[src/rtl/exc_vector_unit.sv]
`timescale 1ns/1ps
module exc_vector_unit #(
  parameter int ERR_W  = 4,
  parameter int VEC_W  = 20,
  parameter int STAT_W = 32
) (
  input  logic              clk,
  input  logic              rst_n,
  input  logic              hard_rst_req,
  input  logic              soft_rst_pin,
  input  logic              soft_rst_ctl,
  input  logic              nmi_pin,
  input  logic [ERR_W-1:0]  int_err,
  input  logic [ERR_W-1:0]  int_err_en,
  input  logic              mc_en_hw,
  input  logic              mc_en_bridge,
  input  logic              ms_mc_en,
  input  logic              ms_ext_en,
  input  logic              irq_line,
  input  logic              ifault_req,
  input  logic              idirect_store,
  input  logic              iprot_viol,
  input  logic              dfault_req,
  input  logic              dmiss_primary,
  input  logic              dmiss_secondary,
  input  logic              dmiss_block,
  input  logic              dprot_viol,
  input  logic              dstore,
  input  logic              dext_ctl,
  input  logic              dwrite_thru,
  input  logic              ddirect_store,
  input  logic              ext_access_en,
  output logic              take_exc,
  output logic [VEC_W-1:0]  vec_off,
  output logic              mc_pin_out,
  output logic [STAT_W-1:0] dstat,
  output logic [STAT_W-1:0] istat
);

  localparam logic [VEC_W-1:0] VEC_RST = VEC_W'('h100);
  localparam logic [VEC_W-1:0] VEC_MC  = VEC_W'('h200);
  localparam logic [VEC_W-1:0] VEC_DSF = VEC_W'('h300);
  localparam logic [VEC_W-1:0] VEC_ISF = VEC_W'('h400);
  localparam logic [VEC_W-1:0] VEC_EXT = VEC_W'('h500);

  localparam int D_MISS  = STAT_W - 1 - 1;
  localparam int D_PROT  = STAT_W - 1 - 4;
  localparam int D_ATTR  = STAT_W - 1 - 5;
  localparam int D_STORE = STAT_W - 1 - 6;
  localparam int D_EAEN  = STAT_W - 1 - 11;
  localparam int I_DSEG  = STAT_W - 1 - 3;
  localparam int I_PROT  = STAT_W - 1 - 4;

  typedef enum logic [2:0] {
    CLS_NONE, CLS_RST, CLS_MC, CLS_ISF, CLS_DSF, CLS_EXT
  } cls_t;

  logic rst_any, mc_cond, mc_q, ext_q;
  cls_t cls;
  logic [STAT_W-1:0] dstat_nx, istat_nx;

  assign rst_any = hard_rst_req | soft_rst_pin | soft_rst_ctl;
  assign mc_cond = nmi_pin | (|(int_err & int_err_en));
  assign mc_q    = mc_cond & mc_en_hw & mc_en_bridge & ms_mc_en;
  assign ext_q   = ms_ext_en & irq_line;

  always_comb begin
    if (rst_any)         cls = CLS_RST;
    else if (mc_q)       cls = CLS_MC;
    else if (ifault_req) cls = CLS_ISF;
    else if (dfault_req) cls = CLS_DSF;
    else if (ext_q)      cls = CLS_EXT;
    else                 cls = CLS_NONE;
  end

  always_comb begin
    dstat_nx          = '0;
    dstat_nx[D_MISS]  = dmiss_primary & dmiss_secondary & dmiss_block;
    dstat_nx[D_PROT]  = dprot_viol;
    dstat_nx[D_ATTR]  = (dext_ctl & dwrite_thru) | ddirect_store;
    dstat_nx[D_STORE] = dstore;
    dstat_nx[D_EAEN]  = dext_ctl & ~ext_access_en;
    istat_nx          = '0;
    istat_nx[I_DSEG]  = idirect_store;
    istat_nx[I_PROT]  = iprot_viol;
  end

  always_ff @(posedge clk or negedge rst_n) begin
    if (!rst_n) begin
      take_exc   <= 1'b0;
      vec_off    <= VEC_RST;
      mc_pin_out <= 1'b0;
      dstat      <= '0;
      istat      <= '0;
    end else begin
      take_exc   <= (cls != CLS_NONE);
      mc_pin_out <= (cls == CLS_MC);
      if (cls != CLS_NONE) begin
        dstat <= (cls == CLS_DSF) ? dstat_nx : '0;
        istat <= (cls == CLS_ISF) ? istat_nx : '0;
        unique case (cls)
          CLS_RST: vec_off <= VEC_RST;
          CLS_MC:  vec_off <= VEC_MC;
          CLS_ISF: vec_off <= VEC_ISF;
          CLS_DSF: vec_off <= VEC_DSF;
          default: vec_off <= VEC_EXT;
        endcase
      end
    end
  end

endmodule

[config.mk]
export PLATFORM = sky130hd
export DESIGN_NAME = exc_vector_unit
export DESIGN_NICKNAME = d
export VERILOG_FILES = /design/src/rtl/exc_vector_unit.sv
export SDC_FILE = /design/constraint.sdc
export NUM_CORES = 1
export LEC_CHECK = 0
export BUFFER_PORTS_ARGS = -buffer_cell sky130_fd_sc_hd__buf_2
export CAP_MARGIN = 30
export CELL_PAD_IN_SITES_DETAIL_PLACEMENT = 0
export CELL_PAD_IN_SITES_GLOBAL_PLACEMENT = 1
export CORE_ASPECT_RATIO = 1.2
export CORE_UTILIZATION = 23
export DETAILED_ROUTE_END_ITERATION = 8
export PLACE_DENSITY = 0.84
export SETUP_SLACK_MARGIN = 0.02
export SYNTH_ARGS = -nofsm -noshare
export SYNTH_HDL_FRONTEND = slang
export SYNTH_SLANG_ARGS = --single-unit
export TNS_END_PERCENT = 100
[constraint.sdc]
create_clock -name clk -period 1.1 [get_ports clk]
set_input_delay 0 -clock clk [delete_from_list [all_inputs] [get_ports clk]]
set_output_delay 0 -clock clk [all_outputs]
set_load 0.05 [all_outputs]
# --- After elaboration in Yosys (flattened, before gate mapping) ---
# Cells that the tools add are included.
word_totals:
  elab_cells: 33
  reg_bits: 86
  out_inout_bits: 86
  inputBits: 32
op_classes:
  n_reduce_logical: 2
  muxes: 8
  eq_ne: 4
  n_bitwise: 14
ops:
  columns: ["operator", "count"]
  rows:
  - ["$pmux W11 S4", 1]
  - ["$mux W31", 1]
  - ["$mux W29", 1]
  - ["$mux W3", 5]
  - ["$and A1 B1 Y1", 8]
  - ["$eq A3 B2 Y1 const B", 2]
  - ["$and A4 B4 Y4", 1]
  - ["$or A1 B1 Y1", 4]
  - ["$reduce_or A4 Y1", 1]
  - ["$eq A3 B1 Y1 const B", 1]
  - ["$eq A3 B3 Y1 const B", 1]
  - ["$reduce_bool A3 Y1", 1]
  - ["$not A1 Y1", 1]

# --- Logic depth before layout (Yosys ltp) ---
# Gate-level depths: netlist of run 1.
depth:
  ltp_word: 10
  ltp_mapped: 4
  ltp_nobuf: 3

# --- Worst setup path after synthesis of run 1 ---
# OpenSTA, ideal clock, no wires.
synth_timing:
  kind: "reg2reg"
  start: "register, netlist name dstat[27]"
  end: "register dstat[27]"
  path_buffers: 0
  stages_incl_launch_ff: 3
  t_arrival_ps: 1145
  period_less_slack_ps: 1251
  t_required_ps: 993
  setup_time_ps: 107
  slack_ps: -151
  path_cell_list: "dfrtp_1 -> nand3b_1 -> a2111oi_4"
synth_rtl:
  columns: ["item", "line", "rtl"]
  rows:
  - ["end signal: assignment", "99", "dstat <= (cls == CLS_DSF) ? dstat_nx : '0;"]
  - ["end: declaration", "36", "output logic [STAT_W-1:0] dstat,"]

# --- Final worst setup path of run 1 ---
layout_timing:
  start: "register vec_off[8]"
  end: "output vec_off[8]"
layout_rtl:
  columns: ["item", "line", "rtl"]
  rows:
  - ["start: declaration", "34", "output logic [VEC_W-1:0] vec_off,"]
  - ["start signal: assignment", "91", "vec_off <= VEC_RST;"]
  - ["start signal: assignment", "102", "CLS_RST: vec_off <= VEC_RST;"]
  - ["start signal: assignment", "103", "CLS_MC: vec_off <= VEC_MC;"]
# No word-level cell between the ends.

==> results of run 1 <==
-- worst paths after layout --
path / slack, ns / to
min in group asynchronous: 0.16 / vec_off[9]
setup / recovery: 0.07 / vec_off[8]
hold / removal: 0.02 / dstat[25]
hold reg to reg: 0.55 / dstat[30]
setup reg to reg: 0.18 / dstat[27]
max in group asynchronous: 0.67 / vec_off[8]
-- worst min-delay path: stages --
cell	delay, ns
buf_2	0.10
nand2_1	0.07
a2111oi_2	0.06
-- kinds of logic after synthesis --
family          synth area share [%]
compound gates                  14.8
simple gates                    9.96
flops                           25.8
other cells                    0.321
buf+inv                         49.1
-- sequential cells by signal (all words and copies together), names as in the netlist --
name / cells
dstat: 5
istat: 2
mc_pin_out: 1
take_exc: 1
vec_off: 3
-- layout by cell type (no fill, tap or decap), types with 2 or more instances in the layout --
cell       n
dfrtp_1    7
nor2b_1    4
nand3b_1   2
nand3_1    2
buf_2     43
nand2_1    4
buf_4      4
dfrtp_2    4
nor3_1     5
clkbuf_8   4
a21oi_1    4
a211oi_1   2
nor2_1     2
conb_1    74
a22oi_1    3
-- report_power, final --
part	internal [mW]	leakage (nW)	total [mW]	switching (mW)
Sequential	0.450	0.152	0.453	0.00281
Combinational	0.0805	0.522	0.735	0.654
Clock	0.317	0.0288	0.487	0.170
Total	0.847	0.702	1.67	0.827
-- metrics by stage --
stage          area [um2]  hold WS, ns  worst slack (ns)  cells
6_report             1260       0.0229            0.0675    240
5_1_grt              1260       0.0382            0.0445    240
4_1_cts              1260       0.0218            0.0570    240
3_5_place_dp         1200       -0.108           -0.0264    235
3_3_place_gp         1200       -0.117           0.00945    235
2_1_floorplan        1450       -0.296          -0.00575    205
-- layout make-up --
cell class	instances	area, um2
flip-flops and latches	12	307
well taps	60	75.1
inverters	1	3.75
repair buffers	48	255
clock buffers	4	55.1
fillers	555	3640
multi-input cells	115	567
-- layer usage --
layer | track usage [%] | up-vias | part of all wire, % | wire [um]
li1 | - | 389 | - | -
met1 | 7.82 | 377 | 35 | 726
met2 | 13.8 | 81 | 49 | 1030
met3 | 0.852 | 5 | 13 | 262
met4 | 6.38 | 0 | 3.0 | 63
met5 | 0 | - | 0 | 0
-- timing repair --
item,CTS,global route
endpoints found under the hold margin,12,0
hold buffers,1,0
buffers inserted,0,0
==> impl_metrics.toml, run 1 <==
[outcome]
status = "complete, no violations"

[pwr]
p_leak_nw = 0.702
power_mw = 1.67
p_per_area_mw_per_mm2 = 1330
peakVddDrop_mv = 0.287

[synthesis]
yosys_warnings = 0
synthCells = 132
ys_ff_latch = 12
synth_top_area_share_pct = 47.5
synth_ff_type = "dfrtp_1"
synthTopCellsByCount = "buf_4 (74), dfrtp_1 (11), nor3_1 (5)"
async_reset_ff_share_pct = 100
ys_types = 28
syn_area_mm2 = 0.00117
yosys.area.top_type = "buf_4"
yosysMostFrequentCell = "buf_4"
synth_area_leaders = "buf_4 (48%), dfrtp_1 (24%), a2111oi_4 (2.4%)"
syn_avg_cell_area_um2 = 8.85
synth_seq_area_share_pct = 25.8
synth-edff-count = 0

[setup_path]
crit_start = "vec_off[8]"
crit_type = "reg2out"
worstPathCellList = "buf_2"
worstPathArrival_ns = 1.03
cp-start-kind = "flip-flop"
path_delay_family = "flip-flops"
required_ns = 1.10
crit_cells = 1
crit_slowest_cell = "dfstp_2"
worst_r2r_path_depth = 2
max_stage_delay_ns = 0.53
end_kind = "output pin"
rr_startpoint = "dstat[27]"
path_buf_inv = 1
crit_fanout = 2

[hold_path]
worst_hold_path_type = "in2reg"
hold_depth = 3
min_from = "dstore"

[global_routing]
grt-ovfl-total = 0
antenna_found_initial = 0
grt_pass1_vias = 639
grt_pass1_wl_mm = 2.98
grt_max_degree = 13
grt_util_all_layers_pct = 7.73

[clock_tree]
cts_resized = 0
cts_buffers = 3
path_clk_slew_ns = 0.05
cts.sinks = 12
htreeDepth = 1
cts_tree = "done"
cts_root_buf = "clkbuf_8"
clkLatencyLatePin_ns = 0.24
cts_max_path_buffers = 2

[route]
detail_route.first_pass.iterations = 4
via_per_inst = 3.55
post-route-drc-count = 0
drt_iter0_drc = 29
wirelength_mm = 2.08
ant_nets = 0
wl_per_cell_um = 8.68
via_count = 852

[run]
max_cap_viol_count = 0

[timing]
worst_pin_slew_ns = 0.564
max_freq_mhz = 969
slew_violations = 0
finalSetupTns_ns = 0
grt_setup_unrepaired = "no"
finalHoldViolCount = 0
max_slew_margin_pct = 62.4
skew_ns = 0
setup_violations = 0
fin_crit_sh_pct = 93.9
min_period_ns = 1.03

[die]
start_util_pct = 23.8
dieArea_mm2 = 0.00537
core_area_mm2 = 0.00490
rows = 28
die-height_um = 80.1
die_w_um = 67.1
ioPinCount = 118

[layout]
syn_to_final_growth_pct = 8.03
antenna_cells = 0
drive_above_1_share_pct = 33.9
postLayoutCoreUtil_pct = 25.7
fin_nets = 213

[placement]
gp_routability_congestion = 0.699
dp_hpwl_mm = 1.77
io_buffers = 43
Power figures use the tool's default switching activity.
==> run 2, diff against run 1 <==
Settings changed: RECOVER_POWER set to 25.
==> run 2 against run 1 <==
Net effect: routed wire length about the same; sequential power about the same; core utilization about the same; worst setup slack about the same; clock-buffer cell count unchanged; clock power about the same; maximum frequency about the same; critical endpoint unchanged; critical path depth unchanged; largest cell class unchanged; register-to-register slack about the same; hold slack unchanged; cell area about the same.
==> impl_metrics.toml, run 2 (synthesis gave the netlist of run 1 again) <==
[clock_tree]
path_clk_slew_ns = 0.05
cts_buffers = 3
cts_resized = 0
cts_tree = "done"
post-cts-setup-buffer-count = 0
cts_max_path_buffers = 2
clkLatencyLatePin_ns = 0.24
cts_root_buf = "clkbuf_8"
htreeDepth = 1
cts.sinks = 12
cts_hold_buffers = 1

[die]
start_util_pct = 23.8
ioPinCount = 118
die-height_um = 80.1
core_area_mm2 = 0.00490
die_w_um = 67.1
rows = 28
dieArea_mm2 = 0.00537

[timing]
max_slew_margin_pct = 57.2
max_freq_mhz = 969
finalSetupTns_ns = 0
min_period_ns = 1.03
finalHoldViolCount = 0
skew_ns = 0
slew_violations = 0
setup_violations = 0
worst_pin_slew_ns = 0.641
grt_setup_unrepaired = "no"
fin_crit_sh_pct = 93.9

[pwr]
p_leak_nw = 0.700
power_mw = 1.67
p_per_area_mw_per_mm2 = 1330
peakVddDrop_mv = 0.287

[route]
drt_iter0_drc = 29
wl_per_cell_um = 8.67
detail_route.first_pass.iterations = 4
ant_nets = 0
wirelength_mm = 2.08
via_per_inst = 3.55
post-route-drc-count = 0
via_count = 852

[setup_path]
worst_r2r_path_depth = 2
end_kind = "output pin"
worstPathCellList = "buf_2"
path_buf_inv = 1
path_delay_family = "flip-flops"
required_ns = 1.10
worstPathArrival_ns = 1.03
crit_type = "reg2out"
crit_fanout = 2
crit_slowest_cell = "dfstp_2"
rr_startpoint = "dstat[27]"
rrSetupSlack_ns = 0.18
max_stage_delay_ns = 0.53
cp-start-kind = "flip-flop"
reg2reg_to = "dstat[27]"

[layout]
top_register = "dstat"
fin_nets = 213
drive_above_1_share_pct = 33.3
syn_to_final_growth_pct = 7.92
largest_reg_flops = 5
final_cell_mix = "conb_1 (74), buf_2 (42), dfrtp_1 (7), nor3_1 (5)"
largestRegisters = "dstat (5), vec_off (3), istat (2)"
final_common_cell = "conb_1"
n_fill_cell = 554
antenna_cells = 0

[global_routing]
antenna_found_initial = 0
grt_pass1_vias = 639
grt_pass1_wl_mm = 2.98
grt-ovfl-total = 0
grt_max_degree = 13
grt_util_all_layers_pct = 7.73

[placement]
io_buffers = 43
dp_hpwl_mm = 1.77
gp_routability_congestion = 0.699

[hold_path]
min_to = "dstat[25]"
worst_hold_path_type = "in2reg"
min_from = "dstore"
hold_depth = 3

[run]
max_cap_viol_count = 0

[outcome]
status = "complete, no violations"
[run 2: how the worst max path moves through the flow]
stage,from,end,slack [ns],cells past startpoint
3_5_place_dp,soft_rst_pin,dstat[25],-0.03,3
6_report,vec_off[8],vec_off[8],0.07,1
5_1_grt,vec_off[8],vec_off[8],0.04,1
3_3_place_gp,soft_rst_pin,dstat[25],0.009,3
4_1_cts,vec_off[8],vec_off[8],0.06,1
2_1_floorplan,dstat[27],dstat[27],-0.006,2
[run 2: final cells by class]
| class | count | area [um2] | area share, % |
|---|---|---|---|
| tap | 60 | 75.1 | 5.95 |
| timing repair buffer | 48 | 254 | 20.1 |
| multi-input combinational | 115 | 567 | 44.9 |
| inverter | 1 | 3.75 | 0.298 |
| sequential | 12 | 307 | 24.3 |
| clock buffer | 4 | 55.1 | 4.37 |
[run 2: per-layer routing]
layer  part of all wire (%)  vias to the layer above  global-route usage (%)
met4                    3.0                        0                    6.38
li1                       -                      389                       -
met3                     13                        5                   0.852
met5                      0                        -                       0
met2                     49                       81                    13.8
met1                     35                      377                    7.82
[run 2: power breakdown]
group / internal, mW / leakage [nW] / switching [mW] / total, mW
Combinational: 0.0799 / 0.519 / 0.654 / 0.734
Sequential: 0.450 / 0.152 / 0.00281 / 0.453
Clock: 0.317 / 0.0288 / 0.170 / 0.487
Total: 0.847 / 0.700 / 0.827 / 1.67
[run 2: through the flow]
step | hold WS (ns) | setup slack (ns) | instances | area, um2 | util (%)
5_1_grt | 0.0382 | 0.0445 | 240 | 1260 | 25.7
6_report | 0.0229 | 0.0675 | 240 | 1260 | 25.7
3_5_place_dp | -0.108 | -0.0264 | 235 | 1200 | 24.4
4_1_cts | 0.0218 | 0.0570 | 240 | 1260 | 25.7
2_1_floorplan | -0.296 | -0.00575 | 205 | 1450 | -
3_3_place_gp | -0.117 | 0.00945 | 235 | 1200 | 24.4
==> run 3, diff against run 2 <==
Settings changed: PLACE_DENSITY 0.84 to 0.89.
==> run 3 against run 2 <==
Net effect: sequential share of layout area is 0.19 points higher; highest routed layer unchanged; clock power fell by 16%; cell area decreased by 0.79%; first-iteration DRC count decreased by 10%; via count is 1.8% lower; hold slack better by 0.017 ns; sequential cell count stayed put.
==> impl_metrics.toml, run 3 (synthesis gave the netlist of run 1 again) <==
[outcome]
status = "complete, no violations"

[setup_path]
crit_fanout = 2
path_delay_family = "flip-flops"
rr_startpoint = "dstat[27]"
end_kind = "output pin"
cp-start-kind = "flip-flop"
crit_start = "vec_off[8]"
worstPathArrival_ns = 1.00
required_ns = 1.10
crit_slowest_cell = "dfstp_2"
max_stage_delay_ns = 0.52
worstPathCellList = "buf_2"
crit_type = "reg2out"
path_buf_inv = 1

[global_routing]
grt_pass1_vias = 638
grt-ovfl-total = 0
antenna_found_initial = 0
grt_pass1_wl_mm = 3.08
grt_max_degree = 13
grt_util_all_layers_pct = 7.94

[pwr]
p_leak_nw = 0.693
peakVddDrop_mv = 0.442
p_per_area_mw_per_mm2 = 1280

[hold_path]
min_from = "dstore"
worst_hold_path_type = "in2reg"

[placement]
dpl_worst_slack_ns = -0.0501
post_dp_cell_area_mm2 = 0.00120
dp_hpwl_mm = 1.76
place_inst = 235
io_buffers = 43
gp_routability_congestion = 0.737

[route]
ant_nets = 0
post-route-drc-count = 0
detail_route.first_pass.iterations = 4
wirelength_mm = 2.11
via_per_inst = 3.49
drt_iter0_drc = 26
via_count = 837
wl_per_cell_um = 8.78

[timing]
worst_slack_ns = 0.0961
slew_violations = 0
max_freq_mhz = 996
min_period_ns = 1.00
fin_crit_sh_pct = 91.3
grt_setup_unrepaired = "no"
skew_ns = 0
setup_violations = 0
worst_pin_slew_ns = 0.682
hold_slack_ns = 0.0403
max_slew_margin_pct = 54.5
finalHoldViolCount = 0

[clock_tree]
cts_tree = "done"
cts_root_buf = "clkbuf_8"
htreeDepth = 1
cts_buffers = 3
path_clk_slew_ns = 0.06
clkLatencyLatePin_ns = 0.24
cts_resized = 0
cts_max_path_buffers = 2
cts.sinks = 12

[layout]
largest_reg_flops = 5
multiInputGateArea_um2 = 567
final_cell_mix = "conb_1 (74), buf_2 (42), dfrtp_1 (7), nor3_1 (5)"
drive_above_1_share_pct = 32.8
finalInstanceArea_mm2 = 0.00125
antenna_cells = 0
largestRegisters = "dstat (5), vec_off (3), istat (2)"
fin_cells = 240
n_fill_cell = 549
fin_nets = 213
syn_to_final_growth_pct = 7.07
regArea_um2 = 307
top_register = "dstat"
final_common_cell = "conb_1"

[die]
die_w_um = 67.1
ioPinCount = 118
dieArea_mm2 = 0.00537
core_area_mm2 = 0.00490
rows = 28
die-height_um = 80.1
start_util_pct = 23.8

[run]
max_cap_viol_count = 0
## run 3: where the power goes
group / total [mW] / switching [mW] / internal [mW]
combinational: 0.732 / 0.654 / 0.0780
sequential: 0.453 / 0.00279 / 0.450
clock: 0.411 / 0.156 / 0.254
## run 3: metrics by stage
step	power, mW	setup TNS (ns)	util (%)
floorplan	1.30	-0.00575	-
global placement	1.19	-0.0600	24.4
finish	1.60	0	25.5
global route	1.66	0	25.5
CTS	1.61	0	25.5
detailed placement	1.19	-0.210	24.4
## run 3: final timing paths
kind / end / slack, ns / cells after the start
worst min register to register: dstat[30] / 0.54 / 2
worst min-delay path: dstat[25] / 0.04 / 3
min in group asynchronous: vec_off[9] / 0.31 / 2
max in group asynchronous: istat[28] / 0.30 / 2
worst max-delay path: vec_off[8] / 0.1 / 1
worst max register to register: dstat[27] / 0.19 / 2
## run 3: cell type report
cell class / count / share of cell area [%]
inverter: 1 / 0.300
tap: 60 / 6.00
clock buffer: 4 / 3.60
sequential: 12 / 24.5
timing repair buffer: 48 / 20.3
multi-input combinational: 115 / 45.3
## run 3: worst min-delay path: cells and delay by family
family	cells	cell delay (ns)
AND/OR/NAND/NOR	1	0.08
AO/OA/AOI/OAI	1	0.06
buffers and inverters	1	0.10
## run 3: repair_timing
item,in CTS,in global routing
setup buffers,0,0
hold buffers,1,0
hold endpoints to repair,12,0
## run 3: routing by layer
metal,track usage (%),share of wire (%),vias to the layer above
li1,-,-,389
met1,9.72,40,366
met2,13.0,46,80
met3,1.99,13,2
met4,3.19,0.90,0
met5,0,0,-
